$ cat src/rtl/nic_pkg.sv
package nic_pkg;
  localparam int LINE_IDX_W = 8;

  typedef enum logic [1:0] {
    OP_ENABLE  = 2'd0,
    OP_DISABLE = 2'd1,
    OP_PRIO    = 2'd2,
    OP_CLEAR   = 2'd3
  } reg_op_e;

  typedef struct packed {
    logic                  takeEn;
    logic [LINE_IDX_W-1:0] takeIdx;
    logic                  retEn;
    logic [LINE_IDX_W-1:0] retIdx;
  } strobe_t;
endpackage

$ cat src/rtl/nic_lines.sv
module nic_lines
  import nic_pkg::*;
#(
  parameter int NUM_LINES = 8,
  parameter int PRIO_W    = 4
) (
  input  logic                              clk,
  input  logic                              rst_n,
  input  logic [NUM_LINES-1:0]              irqLines,
  input  logic                              regWrEn,
  input  logic [1:0]                        regOp,
  input  logic [LINE_IDX_W-1:0]             regIdx,
  input  logic [PRIO_W-1:0]                 regPrio,
  input  strobe_t                           strb,
  output logic [NUM_LINES-1:0]              pendQ,
  output logic [NUM_LINES-1:0]              enQ,
  output logic [NUM_LINES-1:0][PRIO_W-1:0]  prioQ
);
  logic [NUM_LINES-1:0] inSvcQ;
  logic [NUM_LINES-1:0] takeMask;

  for (genvar i = 0; i < NUM_LINES; i++) begin : g_line
    logic hit, takeI, retI, clrI, setI;
    assign hit   = regWrEn && (regIdx == LINE_IDX_W'(i));
    assign takeI = strb.takeEn && (strb.takeIdx == LINE_IDX_W'(i));
    assign retI  = strb.retEn && (strb.retIdx == LINE_IDX_W'(i));
    assign clrI  = hit && (regOp == OP_CLEAR);
    assign setI  = irqLines[i] && !inSvcQ[i] && !takeI;
    assign takeMask[i] = takeI;

    always_ff @(posedge clk) begin
      if (!rst_n) begin
        pendQ[i]  <= 1'b0;
        enQ[i]    <= 1'b0;
        prioQ[i]  <= '1;
        inSvcQ[i] <= 1'b0;
      end else begin
        pendQ[i] <= (pendQ[i] && !takeI && !clrI) || setI;
        if (hit && regOp == OP_ENABLE)  enQ[i] <= 1'b1;
        if (hit && regOp == OP_DISABLE) enQ[i] <= 1'b0;
        if (hit && regOp == OP_PRIO)    prioQ[i] <= regPrio;
        if (takeI)     inSvcQ[i] <= 1'b1;
        else if (retI) inSvcQ[i] <= 1'b0;
      end
    end

    // a pending bit is only lost through entry or a software clear
    p_pend_kept_r3: assert property (@(posedge clk) disable iff (!rst_n)
      (pendQ[i] && !takeI && !clrI) |=> pendQ[i]);
    // a line being serviced cannot also be pending
    p_svc_not_pend_r12: assert property (@(posedge clk) disable iff (!rst_n)
      inSvcQ[i] |-> !pendQ[i]);
  end

  // at most one line is entered per cycle
  p_single_take_r10: assert property (@(posedge clk) disable iff (!rst_n)
    $onehot0(takeMask));
endmodule

$ cat src/rtl/nic_ctrl.sv
module nic_ctrl
  import nic_pkg::*;
#(
  parameter int NUM_LINES   = 8,
  parameter int PRIO_W      = 4,
  parameter int STACK_DEPTH = 4,
  localparam int IDX_W      = (NUM_LINES > 1) ? $clog2(NUM_LINES) : 1,
  localparam int DEPTH_W    = $clog2(STACK_DEPTH + 1)
) (
  input  logic                              clk,
  input  logic                              rst_n,
  input  logic [NUM_LINES-1:0]              pendQ,
  input  logic [NUM_LINES-1:0]              enQ,
  input  logic [NUM_LINES-1:0][PRIO_W-1:0]  prioQ,
  input  logic                              globalMask,
  input  logic                              entryAck,
  input  logic                              returnAck,
  output strobe_t                           strb,
  output logic                              cpuReq,
  output logic [IDX_W-1:0]                  winIdx,
  output logic                              tailChain
);
  logic               found;
  logic [PRIO_W-1:0]  winPrio;
  logic [PRIO_W-1:0]  stkPrio [STACK_DEPTH];
  logic [IDX_W-1:0]   stkIdx  [STACK_DEPTH];
  logic [DEPTH_W-1:0] depthQ;
  logic [PRIO_W-1:0]  topPrio, belowPrio;
  logic [IDX_W-1:0]   topIdx;
  logic               takeEn, retEn;

  // strongest pending, enabled line; strict compare keeps lower index on ties
  always_comb begin
    found   = 1'b0;
    winIdx  = '0;
    winPrio = '1;
    for (int i = 0; i < NUM_LINES; i++) begin
      if (pendQ[i] && enQ[i] && (!found || prioQ[i] < winPrio)) begin
        found   = 1'b1;
        winIdx  = IDX_W'(i);
        winPrio = prioQ[i];
      end
    end
  end

  always_comb begin
    topPrio   = '1;
    belowPrio = '1;
    topIdx    = '0;
    for (int k = 0; k < STACK_DEPTH; k++) begin
      if (int'(depthQ) == k + 1) begin
        topPrio = stkPrio[k];
        topIdx  = stkIdx[k];
      end
      if (int'(depthQ) == k + 2) belowPrio = stkPrio[k];
    end
  end

  assign cpuReq = found && !globalMask && (int'(depthQ) < STACK_DEPTH) &&
                  ((depthQ == '0) || (winPrio < topPrio));
  assign takeEn = entryAck && cpuReq;
  assign retEn  = returnAck && (depthQ != '0) && !takeEn;
  assign tailChain = retEn && found && !globalMask &&
                     ((depthQ == DEPTH_W'(1)) || (winPrio < belowPrio));

  assign strb.takeEn  = takeEn;
  assign strb.takeIdx = LINE_IDX_W'(winIdx);
  assign strb.retEn   = retEn;
  assign strb.retIdx  = LINE_IDX_W'(topIdx);

  always_ff @(posedge clk) begin
    if (!rst_n) begin
      depthQ <= '0;
      for (int k = 0; k < STACK_DEPTH; k++) begin
        stkPrio[k] <= '0;
        stkIdx[k]  <= '0;
      end
    end else if (takeEn) begin
      for (int k = 0; k < STACK_DEPTH; k++) begin
        if (int'(depthQ) == k) begin
          stkPrio[k] <= winPrio;
          stkIdx[k]  <= winIdx;
        end
      end
      depthQ <= depthQ + 1'b1;
    end else if (retEn) begin
      depthQ <= depthQ - 1'b1;
    end
  end

  // entering over an active handler always strengthens the active priority
  p_strict_preempt_r6: assert property (@(posedge clk) disable iff (!rst_n)
    (takeEn && depthQ != '0) |=> (topPrio < $past(topPrio)));
  // the global mask silences both dispatch outputs
  p_mask_blocks_r8: assert property (@(posedge clk) disable iff (!rst_n)
    globalMask |-> (!cpuReq && !tailChain));
  // nesting never exceeds the stack
  p_no_overflow_r11: assert property (@(posedge clk) disable iff (!rst_n)
    int'(depthQ) <= STACK_DEPTH);
  // a return pops exactly one level
  p_return_pops_r11: assert property (@(posedge clk) disable iff (!rst_n)
    retEn |=> (depthQ == $past(depthQ) - 1'b1));
endmodule

$ cat src/rtl/nested_irq_ctrl.sv
module nested_irq_ctrl
  import nic_pkg::*;
#(
  parameter int          NUM_LINES   = 8,
  parameter int          PRIO_W      = 4,
  parameter int          STACK_DEPTH = 4,
  parameter logic [31:0] VEC_BASE    = 32'h0000_0400,
  localparam int         IDX_W       = (NUM_LINES > 1) ? $clog2(NUM_LINES) : 1,
  localparam int         VEC_OFFSET  = 16
) (
  input  logic                  clk,
  input  logic                  rst_n,
  input  logic [NUM_LINES-1:0]  irqLines,
  input  logic                  globalMask,
  input  logic                  entryAck,
  input  logic                  returnAck,
  input  logic                  regWrEn,
  input  logic [1:0]            regOp,
  input  logic [7:0]            regIdx,
  input  logic [PRIO_W-1:0]     regPrio,
  output logic                  cpuReq,
  output logic [7:0]            vecNum,
  output logic [31:0]           vecAddr,
  output logic                  tailChain
);
  strobe_t                             strb;
  logic [NUM_LINES-1:0]                pendQ, enQ;
  logic [NUM_LINES-1:0][PRIO_W-1:0]    prioQ;
  logic [IDX_W-1:0]                    winIdx;

  nic_lines #(.NUM_LINES(NUM_LINES), .PRIO_W(PRIO_W)) u_lines (
    .clk(clk), .rst_n(rst_n), .irqLines(irqLines), .regWrEn(regWrEn),
    .regOp(regOp), .regIdx(regIdx), .regPrio(regPrio), .strb(strb),
    .pendQ(pendQ), .enQ(enQ), .prioQ(prioQ)
  );

  nic_ctrl #(.NUM_LINES(NUM_LINES), .PRIO_W(PRIO_W), .STACK_DEPTH(STACK_DEPTH)) u_ctrl (
    .clk(clk), .rst_n(rst_n), .pendQ(pendQ), .enQ(enQ), .prioQ(prioQ),
    .globalMask(globalMask), .entryAck(entryAck), .returnAck(returnAck),
    .strb(strb), .cpuReq(cpuReq), .winIdx(winIdx), .tailChain(tailChain)
  );

  assign vecNum  = 8'(VEC_OFFSET) + 8'(winIdx);
  assign vecAddr = VEC_BASE + (32'(vecNum) << 2);
endmodule

$ cat config.mk
export PLATFORM = sky130hd
export DESIGN_NAME = nested_irq_ctrl
export DESIGN_NICKNAME = d
export VERILOG_FILES = /design/src/rtl/nic_pkg.sv /design/src/rtl/nic_lines.sv /design/src/rtl/nic_ctrl.sv /design/src/rtl/nested_irq_ctrl.sv
export SDC_FILE = /design/constraint.sdc
export NUM_CORES = 1
export LEC_CHECK = 0
export BUFFER_PORTS_ARGS = -buffer_cell sky130_fd_sc_hd__buf_2
export CORE_MARGIN = 10
export CORE_UTILIZATION = 38
export DETAILED_ROUTE_END_ITERATION = 16
export HOLD_SLACK_MARGIN = 0.15
export PLACE_DENSITY = 0.61
export SYNTH_ARGS = -nofsm -noshare
export SYNTH_HDL_FRONTEND = slang
export SYNTH_SLANG_ARGS = --single-unit
$ cat constraint.sdc
create_clock -name clk -period 25.6 [get_ports clk]
set_input_delay 5.12 -clock clk [delete_from_list [all_inputs] [get_ports clk]]
set_output_delay 5.12 -clock clk [all_outputs]
set_load 0.02 [all_outputs]
==> run_results.csv, run 1 <==
group,metric,value,unit
cts,clock-sinks,87,
yosys,synth-adder-area-share,4.52,%
timing,fin_skew,0.00644,ns
route,avgRoutedWirePerCell,17.4,um
status,status,"complete, no violations",
cells_and_area,antenna-diode-count,0,
timing,slew_headroom,47.1,%
timing,worstMarginPinSlew,0.785,ns
global_route,grt_pass1_wl,26.5,mm
worst_hold_path,min_path_type,"reg -> reg",
power,ir_drop,38.6,uV
global_route,grt_pass1_vias,4985,
power,swShare,33.3,%
yosys,yosys_warnings,0,
worst_setup_path,startpoint_type,"flop",
power,p_per_area,64.7,mW/mm2
yosys,synth.distinct_cells,85,
power,p_leak,2.71,nW
yosys,synth_top_family_by_area,"compound AO/OA/AOI/OAI gates",
cts,clk_pin_slew,0.06,ns
cells_and_area,drive_above_1_share,11.9,%
yosys,synth-edff-count,28,
power,switching_power,141,uW
timing,period_minus_slack,17.80,ns
power,combPwrFrac,27.2,%
yosys,netlist_instances,711,
floorplanning,std_cell_rows,46,
route,wirelength,16.5,mm
worst_setup_path,path_common_cell,"ha_1",
timing,tns,0,ns
cts,hold_buffers,0,
power,p_int,283,uW
worst_setup_path,worst-path-max-fanout,11,
route,antenna_left,0,
place,place.gp.congestion,0.925,
worst_setup_path,required,20.48,ns
route,num_vias,5277,
cells_and_area,synthToLayoutAreaGrowth,8.75,%
worst_setup_path,critPathMaxStageDelay,0.58,ns
power,power_frac_seq,36.0,%
floorplanning,ios,70,
run,maxCapViolations,0,
floorplanning,start_util,38.4,%
timing,final_max_slew_viol_count,0,
yosys,synth_compound_area_share,23.4,%
cts,cts_buffer_depth,2,
cts,htreeDepth,3,
worst_setup_path,worstPathArrival,12.68,ns
global_route,grt_overflow,0,
yosys,syn_area_per_cell,8.49,um2
yosys,synth_flop_cell,"dfxtp_1",
cts,clk_latency,0.34,ns
timing,period_share,69.5,%
floorplanning,dieArea,0.0213,mm2
floorplanning,die_h,146,um
cells_and_area,fin_nets,777,
yosys,synthSimpleGateAreaFrac,21.2,%
floorplanning,core_area,0.0157,mm2
route,vias_per_cell,5.56,
yosys,ys_ff_latch,87,
place,dp_hpwl,12.5,mm
yosys,synth-xor-area-share,0.871,%
cts,post_cts_buffers,0,
route,dr.pass1.iters,5,
timing,rsz0062_at_grt,"false",
power,clkPwrFrac,36.8,%
yosys,synthArstFlopShare,0,%
yosys,seq_area_frac_synth,33.5,%
cts,cts_tree,"built",
place,portBuffers,35,
route,route.detailed.drc,0,
cells_and_area,fin_util,41.8,%
route,drtIter0Drc,405,
timing,setup_violations,0,
yosys,muxShareOfSynthArea,7.13,%
yosys,syn_area,0.00604,mm2
worst_setup_path,cp_slowest_cell,"nor2b_1",
global_route,grt_max_degree,48,
worst_setup_path,critPathKind,"reg -> out",
floorplanning,fp.dieW,146,um
global_route,antenna_found_initial,0,
global_route,grtUsageTotal,14.9,%
timing,fmax,56.2,MHz
worst_setup_path,end_kind,"output port",
cts,cts_buffers,9,
timing,whs,0.481,ns
timing,finalHoldViolCount,0,
cts,cts_resized,0,
cts,root_buffer,"clkbuf_16",
power groups by stage:
stage                     clock network, mW  registers, mW  logic, mW
after floorplan                           0          0.152     0.0912
after global placement                    0          0.156      0.115
after detailed placement                  0          0.156      0.114
after CTS                             0.159          0.153      0.114
after global routing                  0.165          0.154      0.129
final                                 0.156          0.153      0.115
path summary, 6_finish.rpt:
check,startpoint,end,slack (ns),cells past startpoint
hold / removal,u_lines.inSvcQ[1],u_lines.inSvcQ[1],0.48,2
hold reg to reg,u_lines.inSvcQ[1],u_lines.inSvcQ[1],0.48,2
setup reg to reg,u_lines.pendQ[0],u_ctrl.stkPrio[1][3],12.27,62
setup / recovery,u_lines.pendQ[0],tailChain,7.80,61
registers in the layout, summed over array words and instances (netlist names):
name	cells
u_ctrl.depthQ	3
u_ctrl.stkIdx	12
u_ctrl.stkPrio	16
u_lines.enQ	8
u_lines.inSvcQ	8
u_lines.pendQ	8
u_lines.prioQ	32
critical path, delay by kind of cell (launching register included):
| family | cells | cell delay [ns] |
|---|---|---|
| adders and majority gates | 8 | 2.38 |
| buffers and inverters | 8 | 0.82 |
| muxes | 4 | 1.32 |
| DFF | 1 | 0.46 |
| AOI/OAI and AO/OA | 23 | 4.69 |
| and+or+nand+nor | 18 | 2.67 |
cell usage after synthesis, types with 12 or more instances:
library cell  number  area, um2
nand2_1           87        327
clkbuf_1          19       71.3
nand2b_1          12       75.1
inv_1             38        143
buf_4             38        285
mux2i_1           34        340
ha_1              21        263
edfxtp_1          28        841
o211ai_1          15        113
and3_1            21        131
dfxtp_1           59       1180
o22ai_1           13       81.3
nor2_1            49        184
a21oi_1           22        110
nand3_1           22        110
nor3_1            17       85.1
o21ai_0           34        170
layout make-up:
cell class	instances	area [um2]
fillers	1601	9150
clock buffers	9	225
repair buffers	38	198
well taps	216	270
inverters	40	150
multi-input cells	552	3570
flip-flops and latches	87	2020
clock inverters	7	125
kinds of logic (layout without fill, tap and decap cells):
logic type                 count (synthesis)  count (layout)
AOI/OAI and AO/OA                        189             189
xor gates and xnor gates                   6               6
adders and majority gates                 22              22
buffers and inverters                    104              94
DFF                                       87              87
muxes                                     41              41
other                                      2              34
and+or+nand+nor                          260             260
per-stage QoR:
stage	power, mW	cells	cell area [um2]	worst slack [ns]
after floorplan	0.243	743	6160	9.46
after global placement	0.271	933	6210	8.57
after detailed placement	0.270	933	6210	8.16
after CTS	0.426	949	6560	7.78
after global routing	0.447	949	6560	6.54
final	0.425	949	6560	7.80
layer usage:
metal  global-route usage [%]  part of all wire (%)  routed length, um  up-vias
li1                         -                     -                  -     2585
met1                     19.3                    46               7590     2525
met2                     24.5                    48               7840      148
met3                     3.00                   4.9                806       19
met4                     4.45                   1.5                242        0
met5                        0                     0                  0        -
layout by cell type, fill, tap and decap left out, drive strengths merged, types with 7 or more instances in the layout:
master	instances
a211oi	12
a21o	7
a21oi	24
and2	7
and3	21
buf	38
clkbuf	9
conb	34
dfxtp	59
edfxtp	28
ha	21
inv	42
mux2i	35
nand2	89
nand2b	12
nand3	22
nor2	49
nor2b	8
nor3	17
o211ai	15
o21ai	39
o221ai	8
o22ai	14
or3	9
No activity file was read; power rests on OpenSTA's default activity.
==> run 2: changes to the inputs <==
Settings changed: ABC_AREA set to 1.
Clock period 25.6 ns to 18.19 ns, I/O delays scaled along.
==> run 2 against run 1 <==
Effect of this change: critical path depth increased by 6; register-to-register slack got worse by 4.4 ns; clock power increased by 19%; sequential power increased by 39%; critical endpoint unchanged; final area decreased by 6.8%.
==> run_results.csv, run 2 <==
group,metric,value,unit
worst_setup_path,path_common_cell,"nand2_2",
global_route,grt_pass1_wl,23.9,mm
worst_setup_path,worstPathArrival,9.57,ns
yosys,synth_flop_cell,"dfxtp_1",
yosys,netlist_instances,793,
timing,period_share,72.6,%
status,status,"complete, no violations",
global_route,grtUsageTotal,14.5,%
global_route,grt_pass1_vias,4731,
floorplanning,dieArea,0.0201,mm2
yosys,synthArstFlopShare,0,%
yosys,yosys-top-cells-count,"183 x nand2_1, 107 x inv_1, 88 x nor2_1, 71 x nand3_1, 59 x dfxtp_1",
cells_and_area,regMostFlops,"u_lines.prioQ",
cts,htreeDepth,3,
worst_setup_path,critPathKind,"reg -> out",
place,dp_hpwl,11.4,mm
yosys,synth_top_area_share,21.0,%
floorplanning,ios,70,
timing,fmax,75.7,MHz
cells_and_area,synthToLayoutAreaGrowth,8.69,%
cells_and_area,fin_util,42.1,%
timing,period_minus_slack,13.21,ns
worst_setup_path,worst-path-max-fanout,22,
route,vias_per_cell,4.93,
place,place.gp.congestion,0.857,
timing,rsz0062_at_grt,"false",
yosys,syn_area_per_cell,7.10,um2
place,portBuffers,35,
run,maxCapViolations,0,
cts,post_cts_buffers,0,
cts,root_buffer,"clkbuf_16",
yosys,synth.distinct_cells,38,
timing,final_max_slew_viol_count,0,
cts,clock-sinks,87,
cells_and_area,final_common_cell,"nand2_1",
place,placed_cells,995,
cts,clk_latency,0.34,ns
cts,cts_resized,0,
cts,hold_buffers,0,
timing,fin_skew,0.00948,ns
cells_and_area,final-instance-count-excl-fill,1011,
worst_setup_path,critPathMaxStageDelay,0.54,ns
route,avgRoutedWirePerCell,14.4,um
floorplanning,std_cell_rows,44,
cells_and_area,drive_above_1_share,11.5,%
place,placed_area,0.00583,mm2
cts,cts_buffers,9,
route,antenna_left,0,
power,p_leak,3.12,nW
global_route,antenna_found_initial,0,
worst_setup_path,path_delay_family,"compound AO/OA/AOI/OAI gates",
yosys,synth-edff-count,28,
route,dr.pass1.iters,5,
floorplanning,core_area,0.0145,mm2
worst_setup_path,startpoint_type,"flop",
cts,cts_buffer_depth,2,
floorplanning,die_h,142,um
worst_setup_path,cp_slowest_cell,"o21ai_0",
cells_and_area,fin_nets,871,
cts,cts_tree,"built",
floorplanning,fp.dieW,142,um
worst_setup_path,required,14.55,ns
global_route,grt_overflow,0,
route,drtIter0Drc,324,
yosys,seq_area_frac_synth,35.9,%
yosys,ys_ff_latch,87,
timing,slew_headroom,14.9,%
cells_and_area,most-common-layout-cells,"183 x nand2_1, 107 x inv_1, 88 x nor2_1",
cells_and_area,num-fill-cells,1575,
timing,worstMarginPinSlew,1.26,ns
power,ir_drop,64.8,uV
cells_and_area,fin_area,0.00612,mm2
cells_and_area,largest_reg_flops,32,
timing,setup_violations,0,
route,route.detailed.drc,0,
yosys,yosysTopAreaCell,"dfxtp_1",
yosys,yosys_warnings,0,
timing,whs,0.464,ns
yosys,ys_top_cells_by_area,"dfxtp_1 21%, edfxtp_1 15%, nand2_1 12%",
cells_and_area,largestRegisters,"u_lines.prioQ: 32 flops, u_ctrl.stkPrio: 16 flops, u_ctrl.stkIdx: 12 flops",
floorplanning,start_util,38.7,%
route,wirelength,14.6,mm
timing,tns,0,ns
worst_hold_path,min_path_type,"reg -> reg",
global_route,grt_max_degree,61,
worst_setup_path,cp_num_buf_inv,14,
yosys,synth_most_common_cell,"nand2_1",
route,num_vias,4980,
yosys,syn_area,0.00563,mm2
worst_setup_path,end_kind,"output port",
cts,clk_pin_slew,0.07,ns
power,p_per_area,89.0,mW/mm2
cells_and_area,antenna-diode-count,0,
timing,finalHoldViolCount,0,
run 2: where the power goes:
group	internal (mW)	switching [mW]
Clock	0.107	0.0784
Sequential	0.206	0.00563
Combinational	0.0466	0.100
run 2: kinds of logic (layout without fill, tap and decap cells):
family                   Yosys count  after routing  synth area share (%)
AO/OA/AOI/OAI                    128            128                  14.5
XOR/XNOR                           1              1                 0.156
adder cells (fa/ha/maj)           21             21                  4.67
buffers and inverters            165            167                  13.7
flip-flops                        87             87                  35.9
other                              2             34                 0.133
AND/OR/NAND/NOR                  389            389                  31.0
run 2: final cells by class:
type	count	area [um2]	share of cell area, %
multi-input combinational	573	2960	48.3
sequential	87	2020	33.0
inverter	114	428	6.99
clock buffer	12	236	3.87
tap	184	230	3.76
timing repair buffer	37	190	3.11
clock inverter	4	55.1	0.900
run 2: worst paths after layout:
check / from / end / slack (ns) / depth (start not counted)
worst max-delay path: u_lines.enQ[0] / tailChain / 4.98 / 67
worst max register to register: u_lines.enQ[0] / u_ctrl.stkPrio[1][1] / 7.90 / 63
worst min-delay path: u_lines.inSvcQ[4] / u_lines.inSvcQ[4] / 0.46 / 2
worst min register to register: u_lines.inSvcQ[4] / u_lines.inSvcQ[4] / 0.46 / 2
run 2: worst reg2reg max path: cells and delay by family (launching register included):
family,cells,cell delay [ns]
compound gates,15,3.85
simple gates,28,2.53
fa+ha+maj,8,2.40
buf+inv,12,0.75
flops,1,0.41
run 2: metrics by stage:
| step | worst slack (ns) | total power [mW] |
|---|---|---|
| after floorplan | 6.51 | 0.330 |
| after global placement | 5.57 | 0.359 |
| after detailed placement | 5.35 | 0.360 |
| after CTS | 4.98 | 0.547 |
| after global routing | 3.77 | 0.580 |
| final | 4.98 | 0.545 |
run 2: per-layer routing:
layer  vias up  global-route usage [%]  wire length (um)
met5         -                       0                 0
met4         0                    4.20               159
met3         9                    3.00               853
met2       122                    22.1              6420
met1      2260                    20.1              7140
li1       2589                       -                 -
